===== src/rtl/irqc_pkg.sv =====
package irqc_pkg;

    typedef enum logic [1:0] {
        TM_EMPTY = 2'd0,
        TM_HOLD  = 2'd1,
        TM_COUNT = 2'd2
    } tmr_state_e;

    typedef struct packed {
        logic stop;
        logic rdn;
        logic xst;
    } axis_ie_t;

    localparam int STS_MOT  = 0;
    localparam int STS_TMR  = 1;
    localparam int STS_DIN0 = 2;

    localparam int CTL_MASTER = 0;
    localparam int CTL_MOT    = 1;
    localparam int CTL_TMR    = 2;
    localparam int CTL_DIN0   = 3;

endpackage


===== src/rtl/irqc_axis_gate.sv =====
module irqc_axis_gate
    import irqc_pkg::*;
#(
    parameter int AXW     = 2,
    parameter int AXIS_ID = 0
) (
    input  logic           clk,
    input  logic           rst_n,
    input  logic           cmd_valid,
    input  logic           cmd_regsel,
    input  logic [AXW-1:0] cmd_axis,
    input  logic           cmd_ie_a,
    input  logic           cmd_ie_b,
    input  logic           req_stop_n,
    input  logic           req_rdn_n,
    input  logic           req_xst_n,
    output logic           pend
);

    axis_ie_t ie_q;
    logic     hit;

    assign hit = cmd_valid && (cmd_axis == AXW'(AXIS_ID));

    // Enables live only inside the command words that carry them.
    always_ff @(posedge clk or negedge rst_n) begin
        if (!rst_n) begin
            ie_q <= '0;
        end else if (hit) begin
            if (cmd_regsel) begin
                ie_q.rdn <= cmd_ie_a;
            end else begin
                ie_q.stop <= cmd_ie_a;
                ie_q.xst  <= cmd_ie_b;
            end
        end
    end

    assign pend = (ie_q.stop & ~req_stop_n)
                | (ie_q.rdn  & ~req_rdn_n)
                | (ie_q.xst  & ~req_xst_n);

endmodule


===== src/rtl/irqc_timer.sv =====
module irqc_timer
    import irqc_pkg::*;
#(
    parameter int TW = 16
) (
    input  logic          clk,
    input  logic          rst_n,
    input  logic          preset_we,
    input  logic [TW-1:0] preset_d,
    input  logic          latch,
    input  logic          gate,
    output logic          fire
);

    tmr_state_e    st_q, st_d;
    logic [TW-1:0] preset_q;
    logic [TW-1:0] reload_q;
    logic [TW-1:0] cnt_q;
    logic          step;

    // Next-state decision.
    always_comb begin
        st_d = st_q;
        unique case (st_q)
            TM_EMPTY: if (latch) st_d = gate ? TM_COUNT : TM_HOLD;
            TM_HOLD:  if (gate)  st_d = TM_COUNT;
            TM_COUNT: if (!gate) st_d = TM_HOLD;
            default:  st_d = TM_EMPTY;
        endcase
    end

    // State register.
    always_ff @(posedge clk or negedge rst_n) begin
        if (!rst_n) st_q <= TM_EMPTY;
        else        st_q <= st_d;
    end

    // Outputs of the state machine.
    always_comb begin
        step = (st_q == TM_COUNT) && gate;
        fire = step && !latch && (cnt_q == '0);
    end

    // Preset, period and counter datapath.
    always_ff @(posedge clk or negedge rst_n) begin
        if (!rst_n) begin
            preset_q <= '0;
            reload_q <= '0;
            cnt_q    <= '0;
        end else begin
            if (preset_we) preset_q <= preset_d;
            if (latch) begin
                reload_q <= preset_q;
                cnt_q    <= preset_q;
            end else if (step) begin
                cnt_q <= (cnt_q == '0) ? reload_q : cnt_q - 1'b1;
            end
        end
    end

endmodule


===== src/rtl/irqc_din_edge.sv =====
module irqc_din_edge (
    input  logic clk,
    input  logic rst_n,
    input  logic pin,
    input  logic rise_sel,
    output logic pulse
);

    logic s1_q, s2_q, s3_q;

    always_ff @(posedge clk or negedge rst_n) begin
        if (!rst_n) begin
            s1_q <= 1'b0;
            s2_q <= 1'b0;
            s3_q <= 1'b0;
        end else begin
            s1_q <= pin;
            s2_q <= s1_q;
            s3_q <= s2_q;
        end
    end

    assign pulse = rise_sel ? (s2_q & ~s3_q) : (~s2_q & s3_q);

endmodule


===== src/rtl/irq_collector.sv =====
module irq_collector
    import irqc_pkg::*;
#(
    parameter int NA = 4,
    parameter int ND = 4,
    parameter int TW = 16,
    localparam int AXW   = (NA > 1) ? $clog2(NA) : 1,
    localparam int CTL_W = 3 + ND,
    localparam int STS_W = 2 + ND
) (
    input  logic             clk,
    input  logic             rst_n,
    input  logic [NA-1:0]    ax_stop_n,
    input  logic [NA-1:0]    ax_rdn_n,
    input  logic [NA-1:0]    ax_xst_n,
    input  logic             cmd_valid,
    input  logic             cmd_regsel,
    input  logic [AXW-1:0]   cmd_axis,
    input  logic             cmd_ie_a,
    input  logic             cmd_ie_b,
    output logic [NA-1:0]    axis_pend,
    input  logic             ctl_we,
    input  logic [CTL_W-1:0] ctl_wdata,
    input  logic             sts_clr,
    input  logic [STS_W-1:0] sts_clr_mask,
    output logic [STS_W-1:0] sts,
    input  logic             tmr_preset_we,
    input  logic [TW-1:0]    tmr_preset,
    input  logic             tmr_latch,
    input  logic             tmr_gate,
    input  logic [ND-1:0]    din,
    input  logic [ND-1:0]    din_rise,
    output logic             irq_n
);

    logic [CTL_W-1:0] ctl_q;
    logic [STS_W-1:0] sts_q;
    logic [STS_W-1:0] set_vec;
    logic [STS_W-1:0] clr_vec;
    logic [ND-1:0]    din_pulse;
    logic             tmr_fire;

    for (genvar a = 0; a < NA; a++) begin : g_axis
        irqc_axis_gate #(
            .AXW     (AXW),
            .AXIS_ID (a)
        ) i_axis (
            .clk        (clk),
            .rst_n      (rst_n),
            .cmd_valid  (cmd_valid),
            .cmd_regsel (cmd_regsel),
            .cmd_axis   (cmd_axis),
            .cmd_ie_a   (cmd_ie_a),
            .cmd_ie_b   (cmd_ie_b),
            .req_stop_n (ax_stop_n[a]),
            .req_rdn_n  (ax_rdn_n[a]),
            .req_xst_n  (ax_xst_n[a]),
            .pend       (axis_pend[a])
        );
    end

    irqc_timer #(
        .TW (TW)
    ) i_timer (
        .clk       (clk),
        .rst_n     (rst_n),
        .preset_we (tmr_preset_we),
        .preset_d  (tmr_preset),
        .latch     (tmr_latch),
        .gate      (tmr_gate),
        .fire      (tmr_fire)
    );

    for (genvar i = 0; i < ND; i++) begin : g_din
        irqc_din_edge i_edge (
            .clk      (clk),
            .rst_n    (rst_n),
            .pin      (din[i]),
            .rise_sel (din_rise[i]),
            .pulse    (din_pulse[i])
        );
        assign set_vec[STS_DIN0+i] = din_pulse[i] & ctl_q[CTL_DIN0+i];
    end

    assign set_vec[STS_MOT] = (|axis_pend) & ctl_q[CTL_MOT];
    assign set_vec[STS_TMR] = tmr_fire & ctl_q[CTL_TMR];
    assign clr_vec          = sts_clr ? sts_clr_mask : '0;

    always_ff @(posedge clk or negedge rst_n) begin
        if (!rst_n) begin
            ctl_q <= '0;
            sts_q <= '0;
        end else begin
            if (ctl_we) ctl_q <= ctl_wdata;
            sts_q <= (sts_q & ~clr_vec) | set_vec;
        end
    end

    assign sts   = sts_q;
    assign irq_n = ~(ctl_q[CTL_MASTER] & (|sts_q));

endmodule


===== config.mk =====
export PLATFORM = sky130hd
export DESIGN_NAME = irq_collector
export DESIGN_NICKNAME = d
export VERILOG_FILES = /design/src/rtl/irqc_pkg.sv /design/src/rtl/irqc_axis_gate.sv /design/src/rtl/irqc_timer.sv /design/src/rtl/irqc_din_edge.sv /design/src/rtl/irq_collector.sv
export SDC_FILE = /design/constraint.sdc
export NUM_CORES = 1
export LEC_CHECK = 0
export ABC_CLOCK_PERIOD_IN_PS = 3300
export BUFFER_PORTS_ARGS = -buffer_cell sky130_fd_sc_hd__buf_2
export CORE_MARGIN = 5
export CORE_UTILIZATION = 60
export DETAILED_ROUTE_END_ITERATION = 8
export PLACE_DENSITY_LB_ADDON = 0.05
export SKIP_CTS_REPAIR_TIMING = 1
export SLEW_MARGIN = 20
export SYNTH_ARGS = -nofsm -noshare
export SYNTH_HDL_FRONTEND = slang
export SYNTH_SLANG_ARGS = --single-unit

===== constraint.sdc =====
create_clock -name clk -period 3.3 [get_ports clk]
set_input_delay 0.66 -clock clk [delete_from_list [all_inputs] [get_ports clk]]
set_output_delay 0.66 -clock clk [all_outputs]
set_load 0.01 [all_outputs]

# Word-level counts from Yosys, hierarchy flattened
# Cells that the tools add are included.
dict set report op_classes {
  add_sub_neg 1
  reduce_logical 23
  order_cmp 0
  mux 13
  bitwise_logic 60
  n_mul 0
  div_mod_pow 0
  n_shift 0
  n_eq_ne 8
}
# op count
set op_table {}
lappend op_table {{$mux W16} 3}
lappend op_table {{$and A1 B1 Y1} 27}
lappend op_table {{$not A1 Y1} 22}
lappend op_table {{$logic_not A16 Y1} 1}
lappend op_table {{$reduce_and A2 Y1} 8}
lappend op_table {{$sub A16 B1 Y16 const B} 1}
lappend op_table {{$mux W2} 4}
lappend op_table {{$or A1 B1 Y1} 8}
lappend op_table {{$logic_and A1 B1 Y1} 7}
lappend op_table {{$and A6 B6 Y6} 1}
lappend op_table {{$eq A2 B2 Y1 const B} 3}
lappend op_table {{$mux W6} 1}
lappend op_table {{$ne A2 B2 Y1 const B} 3}
lappend op_table {{$not A6 Y6} 1}
lappend op_table {{$or A6 B6 Y6} 1}
lappend op_table {{$pmux W2 S3} 1}
lappend op_table {{$reduce_or A6 Y1} 1}
lappend op_table {{$eq A2 B1 Y1 const B} 2}
lappend op_table {{$logic_not A2 Y1} 2}
lappend op_table {{$mux W1} 4}
lappend op_table {{$reduce_or A4 Y1} 1}
lappend op_table {{$reduce_and A3 Y1} 1}
lappend op_table {{$reduce_bool A2 Y1} 1}
lappend op_table {{$logic_not A1 Y1} 1}
dict set report totals {
  rom_bits 0
  word_cells 135
  mem_count 0
  mem_bits_rw 0
  latchBits 0
  inputBits 62
  register_bits 87
}

# Logic depth before layout (Yosys ltp)
dict set report depth {
  depth_word 7
  mapped_depth 7
}

# Hierarchy
# Synthesis repeated with hierarchy kept, for this count alone.
dict set report unflattened {
  cells_unflattened 334
  area_unflattened_um2 3986.3
}
# mod instances area_per_inst_um2 seq_area_each_um2 cells_per_inst
set modules_own_cells {}
lappend modules_own_cells {irqc_timer 1 2446.1 1251.2 226}
lappend modules_own_cells {irq_collector 1 510.5 325.3 36}
lappend modules_own_cells {irqc_din_edge 4 97.6 75.1 6}
lappend modules_own_cells {{irqc_axis_gate at g_axis[1].i_axis ...} 2 152.6 75.1 12}
lappend modules_own_cells {{irqc_axis_gate at g_axis[3].i_axis} 1 168.9 75.1 12}
lappend modules_own_cells {{irqc_axis_gate at g_axis[0].i_axis} 1 165.2 75.1 12}

# Worst setup path after synthesis
# No wires, ideal clock.
dict set report synth_timing {
  kind {register to register}
  from {register i_timer.cnt_q[0]}
  to {register i_timer.cnt_q[14]}
  n_path_buf 1
  synth_period_minus_slack_ps 2039
  path_stages_with_launch 8
  setup_slack_ps 1261
  setup_time_ps 130
  arrival_time_ps 1909
  cell_sequence {dfrtp_1 > inv_1 > ha_1 > or3b_2 > or4_4 > buf_2 > o22ai_1 > o21ai_1}
}
dict set report synth_between {
  elab_chain_cells 4
}
# item line_no
set synth_lines {}
lappend synth_lines {{from (decl)} irqc_timer.sv:18} ;# logic [TW-1:0] cnt_q;
lappend synth_lines {{from (signal assigned)} irqc_timer.sv:54} ;# cnt_q <= preset_q;
lappend synth_lines {{from (signal assigned)} irqc_timer.sv:56} ;# cnt_q <= (cnt_q == '0) ? reload_q : cnt_q - 1'b1;
lappend synth_lines {{$sub A16 B1 Y16 or $logic_not A16 Y1 (tied branches)} irqc_timer.sv:56}
lappend synth_lines {{$mux W16 (*)} irqc_timer.sv:56}
lappend synth_lines {{$mux W16 (*)} irqc_timer.sv:55} ;# end else if (step) begin
lappend synth_lines {{$mux W16 (*)} irqc_timer.sv:52} ;# if (latch) begin
# Every way passes the cells marked *; elsewhere a longest branch is shown, timed or not. The select of a mux whose other input is x is not followed.
# A chain may end at the register's enable or synchronous reset.

# Worst setup path after layout
dict set report layout_timing {
  from {register sts_q[4], in the netlist sts[4]}
  to {output port irq_n}
}
dict set report layout_between {
  elab_chain_cells 3
}
# item line_no
set layout_lines {}
lappend layout_lines {{from (decl)} irq_collector.sv:37} ;# logic [STS_W-1:0] sts_q;
lappend layout_lines {{from (signal assigned)} irq_collector.sv:95} ;# sts_q <= (sts_q & ~clr_vec) | set_vec;
lappend layout_lines {{$reduce_or A6 Y1} irq_collector.sv:100} ;# assign irq_n = ~(ctl_q[CTL_MASTER] & (|sts_q));
lappend layout_lines {{$and A1 B1 Y1} irq_collector.sv:100}
lappend layout_lines {{$not A1 Y1} irq_collector.sv:100}
lappend layout_lines {{to (decl)} irq_collector.sv:33} ;# output logic irq_n
# No other way between the ends.

==> reports/metrics.cfg <==
[synthesis]
syn_nets=405
ys.flop_type=dfrtp_1
netlist_top_cells_area=dfrtp_1 55%, mux2_2 12%, o21ai_0 2.8%
synthArstFlopShare_pct=100.0
synthesis.yosys.warnings=0
post_synth.cell_area_avg_um2=11.65
library_cell_occupying_the_most_area_in_the_post_synthesis_netlist=dfrtp_1
postSynthRegisterBits=87
synth_cell_type_count=48
seq_area_frac_synth_pct=54.82
synthDominantCellAreaShare_pct=54.82
leading_cell_type_by_number_of_instances_after_synthesis=dfrtp_1
synthCells=341
cell_types_with_the_highest_counts_after_synthesis=87 x dfrtp_1, 43 x mux2_2, 22 x o21ai_0
synth_edf_count=0
syn_area_um2=3971

[grt]
globalRouteMet2Util_pct=31.01
largest_net_degree_at_the_start_of_global_routing=88
grt_pass1_vias=2925
grt_pass1_wl_mm=13.43
grt_use_met1_pct=26.42
antenna_found_initial=0
met3_usage_pct=4.545
gr-usage-all-layers_pct=19.64
gr-total-overflow=0
most_utilized_layer_in_the_global_route_result=met2

[timing]
final_setup_viols=0
drv_slew=0
final.setup.tns_ns=0
fmax_mhz=433.3
final.setup_skew_ns=0.008759
rsz0062_at_grt=false
post-route-min-period_ns=2.308
final_critical_path_setup_slack_ns=0.9919
worstMarginPinSlew_ns=0.7151
finalHoldWorstSlack_ns=0.3198
timing.final.crit_share_pct=69.94
worst_slew_slack_as_a_fraction_of_its_limit_pct=52.32
final_number_of_hold_violating_endpoints=0

[placement]
gp_routability_congestion=0.8901
placement.setup.worst_slack_ns=1.029
io_buffer_count=72
post-place-cells=473
dp.final_hpwl_mm=5.437
placedInstanceArea_um2=4377

[clock_network]
clock_latency_ns=0.36
cts_num_sinks=87
cts-root-buf=clkbuf_8
cts.reportedPaths.clkPinSlew_ns=0.10
tritoncts_clock_tree=yes
htree_num_levels=3
tritoncts.num_buffers=9
cts_max_path_buffers=2

[drt]
routed_length_per_instance_um=15.97
post_drt_via_cell_ratio=5.914
first_pass_iters=4
post-route-drc-count=0
totalWireLength_mm=7.811
route.antenna.remaining_nets=0
via_count=2892
drt-initial-drc-count=156

[die]
start_util_pct=62.19
row_count=29
placeableCoreArea_um2=6386
floorplan.die_area_um2=8346
i_o_pin_total=73
die_width_um=91.36
die-height_um=91.36

[power]
p_seq_share_pct=53.8
pwr_density_cell_nw_per_um2=531.1
combinational_share_of_power_pct=17.4
total_power_mw=2.424
power.clock.fraction_pct=28.9
ir_worst_vdd_uv=402.6
leakage_power_summed_over_all_cells_nw=1.988
internal_power_mw=1.705
sw_share_pct=29.68
p_sw_uw=719.5

[final_layout]
final.fill_count=478
fin_util_pct=71.47
multi_input_gate_area_in_the_final_layout_um2=1634
final_layout_size_suffix_gt1_share_pct=35.19
final_cell_area_um2=4564
final_net_count=471
synthToLayoutAreaGrowth_pct=14.93
sequential_cell_area_um2=2177
post_layout_nonfiller_instances=489
antenna_cells=0

[worst_setup_path]
critical_path_required_ns=2.64
critical_path.max_fanout=3
timing_worst_setup_path_type=reg -> out
cp_data_arrival_time_ns=1.65
r2r_slack_ns=1.02
timing.critical_path.to_type=primary output
critPathLaunchType=flop

[run_status]
status=finished clean

[worst_hold_path]
min-delay-path-class=in -> async

[job]
timing.max_cap.violations=0

## critical path, cell delays in order, from the launching register on
cell and delay [ns]:
dfrtp_1 0.41, or4_1 0.53, o31ai_1 0.18, buf_2 0.16
## cells by family (layout without fill, tap and decap cells)
family	count (synthesis)	in the layout	synth area share [%]
flip-flops	87	87	54.82
AND/OR/NAND/NOR	86	86	12.73
AO/OA/AOI/OAI	80	80	14.43
multiplexers	45	45	12.70
buffers and inverters	38	109	4.033
XOR/XNOR	3	3	0.6617
adder cells (fa/ha/maj)	2	2	0.6300
## cell usage in the layout, fill, tap and decap left out, types with 4 or more instances in the layout
cell	instances
o221ai_1	4
o41a_1	4
a22o_1	4
mux2_2	43
clkbuf_8	9
dfrtp_1	87
o21ai_1	8
o21ai_0	22
nor4_1	4
a22oi_1	13
nor2_1	4
inv_1	17
nor3b_1	4
or3_1	4
nand2b_1	11
nor3_1	15
o31ai_1	5
buf_4	4
or2_2	4
nand2_1	19
buf_2	71
nand3b_1	6
or4_1	5
## path summary, 6_finish.rpt
path                                             to                 start  cells after the start
max                                           irq_n                sts[4]                      3
min                        g_axis[3].i_axis.ie_q[1]                 rst_n                      2
max reg2reg                        i_timer.cnt_q[3]     i_timer.cnt_q[11]                      4
min reg2reg                    g_din[3].i_edge.s2_q  g_din[3].i_edge.s1_q                      0
max in group asynchronous       i_timer.reload_q[0]                 rst_n                      2
min in group clk               g_din[3].i_edge.s2_q  g_din[3].i_edge.s1_q                      0
## power groups by stage
stage	sequential (mW)	combinational [mW]	clock (mW)
floorplan	1.30	0.302	0
global placement	1.32	0.414	0
detailed placement	1.32	0.426	0
CTS	1.30	0.428	0.720
global route	1.32	0.475	0.767
finish	1.30	0.421	0.700
## state kept, by name, summed over array words and instances (netlist names)
name	cells
ctl_q	7
g_axis.i_axis.ie_q	12
g_din.i_edge.s1_q	4
g_din.i_edge.s2_q	4
g_din.i_edge.s3_q	4
i_timer.cnt_q	16
i_timer.preset_q	16
i_timer.reload_q	16
i_timer.st_q	2
sts	6
## routing by layer
metal	up-vias	wire length (um)	share of wire, %
met3	8	471	6.0
met2	70	3745	48
met1	1426	3491	45
met5	-	0	0
li1	1388	-	-
met4	0	103	1.3
## cell type report
class	instances	area share, %
well taps	77	2.111
flip-flops and latches	87	47.70
clock inverters	7	1.398
clock buffers	9	2.714
repair buffers	76	8.882
multi-input cells	216	35.80
inverters	17	1.398
(Power assumes the default switching activity.)
